==> src/rtl/usr_pkg.sv <==
package usr_pkg;

  typedef enum logic [1:0] {
    OP_HOLD  = 2'b00,
    OP_RIGHT = 2'b01,
    OP_LEFT  = 2'b10,
    OP_LOAD  = 2'b11
  } usr_op_t;

  function automatic usr_op_t decode_op(input logic toward_hi, input logic toward_lo);
    usr_op_t op;
    unique case ({toward_lo, toward_hi})
      2'b01:   op = OP_RIGHT;
      2'b10:   op = OP_LEFT;
      2'b11:   op = OP_LOAD;
      default: op = OP_HOLD;
    endcase
    return op;
  endfunction

endpackage

==> src/rtl/usr_mode_dec.sv <==
module usr_mode_dec
  import usr_pkg::*;
(
  input  logic    mode_r,
  input  logic    mode_l,
  output usr_op_t op
);

  always_comb begin
    op = decode_op(mode_r, mode_l);
  end

endmodule

==> src/rtl/usr_stage.sv <==
module usr_stage
  import usr_pkg::*;
(
  input  logic    clk,
  input  logic    rst,
  input  usr_op_t op,
  input  logic    from_lo,
  input  logic    from_hi,
  input  logic    par,
  output logic    q
);

  logic nxt;

  always_comb begin
    unique case (op)
      OP_RIGHT: nxt = from_lo;
      OP_LEFT:  nxt = from_hi;
      OP_LOAD:  nxt = par;
      default:  nxt = q;
    endcase
  end

  always_ff @(posedge clk) begin
    if (rst) q <= 1'b0;
    else     q <= nxt;
  end

endmodule

==> src/rtl/usr_port_ctl.sv <==
module usr_port_ctl
  import usr_pkg::*;
#(
  parameter int N_OE = 2
) (
  input  logic [N_OE-1:0] oe_n,
  input  usr_op_t         op,
  output logic            drive
);

  logic all_enabled;

  always_comb begin
    all_enabled = ~(|oe_n);
    drive       = all_enabled && (op != OP_LOAD);
  end

endmodule

==> src/rtl/usr_shift_reg.sv <==
module usr_shift_reg
  import usr_pkg::*;
#(
  parameter int WIDTH = 8,
  parameter int N_OE  = 2
) (
  input  logic             clk,
  input  logic             rst,
  input  logic             mode_r,
  input  logic             mode_l,
  input  logic [N_OE-1:0]  oe_n,
  input  logic             ser_right_in,
  input  logic             ser_left_in,
  input  logic [WIDTH-1:0] pad_in,
  output logic [WIDTH-1:0] pad_out,
  output logic             pad_oe,
  output logic             first_q,
  output logic             last_q
);

  localparam int TOP = WIDTH - 1;

  usr_op_t          op;
  logic [WIDTH-1:0] stq;

  usr_mode_dec u_dec (
    .mode_r (mode_r),
    .mode_l (mode_l),
    .op     (op)
  );

  usr_port_ctl #(.N_OE(N_OE)) u_port (
    .oe_n  (oe_n),
    .op    (op),
    .drive (pad_oe)
  );

  for (genvar i = 0; i < WIDTH; i++) begin : g_stage
    logic lo_src;
    logic hi_src;
    if (i == 0) begin : g_lo_end
      assign lo_src = ser_right_in;
    end else begin : g_lo_mid
      assign lo_src = stq[i-1];
    end
    if (i == TOP) begin : g_hi_end
      assign hi_src = ser_left_in;
    end else begin : g_hi_mid
      assign hi_src = stq[i+1];
    end
    usr_stage u_bit (
      .clk     (clk),
      .rst     (rst),
      .op      (op),
      .from_lo (lo_src),
      .from_hi (hi_src),
      .par     (pad_in[i]),
      .q       (stq[i])
    );
  end

  assign pad_out = stq;
  assign first_q = stq[0];
  assign last_q  = stq[TOP];

endmodule

==> config.mk <==
export PLATFORM = sky130hd
export DESIGN_NAME = usr_shift_reg
export DESIGN_NICKNAME = d
export VERILOG_FILES = /design/src/rtl/usr_pkg.sv /design/src/rtl/usr_mode_dec.sv /design/src/rtl/usr_stage.sv /design/src/rtl/usr_port_ctl.sv /design/src/rtl/usr_shift_reg.sv
export SDC_FILE = /design/constraint.sdc
export NUM_CORES = 1
export LEC_CHECK = 0
export BUFFER_PORTS_ARGS = -buffer_cell sky130_fd_sc_hd__buf_2
export CORE_UTILIZATION = 38
export DETAILED_ROUTE_END_ITERATION = 7
export PLACE_DENSITY = 0.71
export SETUP_SLACK_MARGIN = 0.05
export SLEW_MARGIN = 20
export SYNTH_ARGS = -nofsm -noshare
export SYNTH_HDL_FRONTEND = slang
export SYNTH_HIERARCHICAL = 1
export SYNTH_SLANG_ARGS = --single-unit
==> constraint.sdc <==
create_clock -name clk -period 1.6 [get_ports clk]
set_input_delay 0.32 -clock clk [delete_from_list [all_inputs] [get_ports clk]]
set_output_delay 0.32 -clock clk [all_outputs]
set_load 0.02 [all_outputs]
Yosys cells after proc, flatten, opt, wreduce, memory -nomap -nowiden
Index checks and enable logic that the tools add are counted.
{ "word_totals": {"reg_bits": 8, "inputBits": 16, "out_inout_bits": 11, "word_cells": 28} }
{ "classes": {"eq_ne": 7, "muxes": 9, "bitwise": 1, "n_reduce_logical": 3} }
{ "op_table": {"columns": ["cell", "count"], "rows": [
  ["$pmux W1 S3", 8],
  ["$eq A2 B2 Y1 const B", 4],
  ["$pmux W2 S3", 1],
  ["$eq A2 B1 Y1 const B", 2],
  ["$reduce_bool A3 Y1", 1],
  ["$ne A2 B2 Y1 const B", 1],
  ["$reduce_or A2 Y1", 1],
  ["$logic_and A1 B1 Y1", 1],
  ["$not A1 Y1", 1]
]} }

Logic depth before layout (Yosys ltp)
{ "logic_depth": {"word_depth": 4, "mapped_depth": 3, "ltp_nobuf": 2} }

Hierarchy
Netlist, hierarchy kept.
{ "by_module_without_submodules": {"columns": ["mod", "instances", "cells_each", "area_each_um2", "seq_area_each_um2"], "rows": [
  ["usr_stage", 8, 3, 56.3, 20.0],
  ["usr_shift_reg", 1, 8, 60.1, 0.0],
  ["usr_port_ctl", 1, 1, 12.5, 0.0],
  ["usr_mode_dec", 1, 2, 7.5, 0.0]
]} }

Worst setup path before layout
Ideal clock, no wire load.
{ "synth_path": {"path_kind": "input port to flip-flop", "start": "input mode_l", "end": "register g_stage[0].u_bit.q", "setup_time_ns": 0.112, "arrival_ns": 1.457, "t_required_ns": 1.488, "path_slack_ns": 0.031, "path_stages": 3, "n_path_buf": 1, "path_cell_list": "clkbuf_1 mux4_2 nor2b_4"} }
{ "synth_via": {"elab_chain_cells": 4, "elab_cells_between_ends": 9} }
{ "synth_rtl": {"columns": ["element", "line", "rtl"], "rows": [
  ["start: declaration", "usr_shift_reg.sv:10", "input logic mode_l,"],
  ["$eq A2 B2 Y1 or $eq A2 B1 Y1 (tied branches)", "usr_pkg.sv:12", "unique case ({toward_lo, toward_hi})"],
  ["$pmux W2 S3 *", "usr_pkg.sv:12", null],
  ["$eq A2 B2 Y1 or $eq A2 B1 Y1 (tied branches)", "usr_stage.sv:16", "unique case (op)"],
  ["$pmux W1 S3 or $reduce_bool A3 Y1 (tied branches)", null, null],
  ["end signal: assignment", "usr_stage.sv:26", "else q <= nxt;"],
  ["end: declaration", "usr_stage.sv:10", "output logic q"]
]} }
Mark *: on every way between the ends. The rest lies on a longest branch, timed or not.
A chain may end at the register's enable or synchronous reset.

Worst setup path in the final report
{ "layout_path": {"start": "input mode_r", "end": "output pad_oe"} }
{ "layout_via": {"elab_chain_cells": 4, "elab_cells_between_ends": 6} }
{ "layout_rtl": {"columns": ["element", "line", "rtl"], "rows": [
  ["start: declaration", "usr_shift_reg.sv:9", "input logic mode_r,"],
  ["$eq A2 B2 Y1 or $eq A2 B1 Y1 (tied branches)", "usr_pkg.sv:12", null],
  ["$pmux W2 S3 *", "usr_pkg.sv:12", null],
  ["$ne A2 B2 Y1 *", "usr_port_ctl.sv:15", "drive = all_enabled && (op != OP_LOAD);"],
  ["$logic_and A1 B1 Y1 *", "usr_port_ctl.sv:15", null],
  ["end: declaration", "usr_shift_reg.sv:16", "output logic pad_oe,"]
]} }
Marked as above.

==> results_dict.tcl <==
set metrics [dict create \
    outcome "finished clean" \
    syn-cell-area_um2 531 \
    drive_gt1_share_pct 85.2 \
    synth-edff-count 0 \
    track_usage_pct 16.2 \
    cp.arrival_ps 900 \
    netlist_top_cells_count "buf_4 (8), dfxtp_1 (8), mux4_2 (8), nor2b_4 (8), clkbuf_1 (2)" \
    final_area_um2 634 \
    cts.sinks 8 \
    coreArea_um2 1300 \
    use_met3_pct 7.39 \
    drv_cap 0 \
    die_x_um 39.4 \
    clockBufferDepth 2 \
    worstSetupStartpointType "input pin" \
    syn_area_per_cell_um2 15.2 \
    grtUsageMet2_pct 26.7 \
    grt.busiest_layer "met2" \
    skew_ps 2.88 \
    slew_viol_final 0 \
    final.period_utilization_pct 76.4 \
    path_class "in2out" \
    hold_buffers 0 \
    vias 349 \
    cts_buffers 3 \
    seq_area_frac_synth_pct 30.2 \
    hold_depth 2 \
    hp-class "in2reg" \
    gp_congestion 0.635 \
    ys_ff_latch 8 \
    power-per-cell-area_nw_per_um2 809 \
    ff2ff_setup_slack_ps 550 \
    drt-initial-drc-count 3 \
    peakVddDrop_mv 0.421 \
    clk_latency_ps 250 \
    start_util_pct 40.8 \
    wl_um 908 \
    min-delay-start "rst" \
    antenna_cells 0 \
    grt_pass1_wl_um 1540 \
    synth_nets 51 \
    dp_slack_ps 191 \
    setup_viol 0 \
    layout_min_cycle_time_ps 1220 \
    p_leak_uw 0.000287 \
    ios 27 \
    grt_max_degree 10 \
    die_h_um 39.4 \
    syn_inst 35 \
    grt_use_met1_pct 16.3 \
    r2r-start "g_stage[1].u_bit/q$_SDFFE_PP0P_" \
    finalHoldViolCount 0 \
    antenna_found_initial 0 \
    first_global_vias 363 \
    reg2reg_depth 2 \
    worstPathMaxFanout 9 \
    reg.largest.list "g_stage.u_bit/q: 8 flops" \
    post_dp_cell_area_um2 612 \
    setup_slack_ps 377 \
    synth_async_sr_flop_share_pct 0 \
    yosys_most_used_dff "dfxtp_1" \
    wl_per_cell_um 13.2 \
    vias_per_cell 5.06 \
    top_register "g_stage.u_bit/q" \
    ant_nets 0 \
    rsz0062_at_grt "false" \
    dr.pass1.iters 4 \
    cts.repair.resized 0 \
    final_nets 72 \
    largest_reg_flops 8 \
    worstMarginPinSlew_ps 418 \
    clockRootBuffer "clkbuf_4" \
    fp-row-count 13 \
    netlist.top_cell.by_area "mux4_2" \
    cp.required_ps 1280 \
    synth_top_area_share_pct 34.0 \
    htreeDepth 1 \
    yosysWarnings 6 \
    drc_errors 0 \
    fmax_mhz 818 \
    dieArea_um2 1550 \
    yosysUniqueCellTypes 6 \
    cts_setup_buffers 0 \
    dp.final_hpwl_um 696 \
    portBuffers 26 \
    ys_top_cells_by_area "mux4_2 (34%), dfxtp_1 (30%), nor2b_4 (21%)" \
    setup_tns_ps 0 \
    gr-total-overflow 0 \
    clk_pin_slew_ps 60 \
    relSlewSlack_pct 72.1 \
    critPathCaptureType "output port" \
    crit_start "mode_r" \
    area_growth_pct 19.6 \
    cts_tree "done" \
]
[metrics by stage]
stage,total power (µW),instances,hold WS [ps],utilization [%]
2_1_floorplan,331,35,384,-
3_3_place_gp,359,66,716,47.0
3_5_place_dp,362,66,719,47.0
4_1_cts,524,69,461,48.8
5_1_grt,555,69,463,48.8
6_report,513,69,470,48.8
[cells by family after synthesis]
family                 share of synthesized area [%]
AOI/OAI and AO/OA                               2.36
buffers and inverters                           12.7
DFF                                             30.2
muxes                                           34.0
and+or+nand+nor                                 20.8
[layout make-up]
type,count,area [µm²]
fillers,133,667
multi-input cells,17,303
flip-flops and latches,8,160
repair buffers,26,130
clock buffers,3,22.5
well taps,15,18.8
[routing by layer]
| layer | wire length [µm] | part of all wire [%] | up-vias |
|---|---|---|---|
| met5 | 0 | 0 | - |
| met2 | 466 | 51 | 20 |
| met1 | 361 | 40 | 169 |
| met3 | 79 | 8.7 | 0 |
| met4 | 0 | 0 | 0 |
| li1 | - | - | 160 |
[worst max-delay path, cell delays in order]
cell and delay, ps:
buf_2 170, a211oi_2 220, buf_2 190
[final timing paths]
path / endpoint
setup / recovery: pad_oe
hold / removal: g_stage[3].u_bit/q$_SDFFE_PP0P_
setup reg to reg: g_stage[2].u_bit/q$_SDFFE_PP0P_
hold reg to reg: g_stage[3].u_bit/q$_SDFFE_PP0P_
[cell usage in the layout (no fill, tap or decap)]
cell	count
dfxtp_1	8
a211oi_2	1
clkbuf_4	3
mux4_2	8
nor2b_4	8
buf_2	26
[power breakdown]
group | internal, µW | switching [µW]
sequential | 212 | 11.0
combinational | 76.1 | 57.0
clock | 86.0 | 71.1
Note: power is estimated with default switching activity, not from simulation.
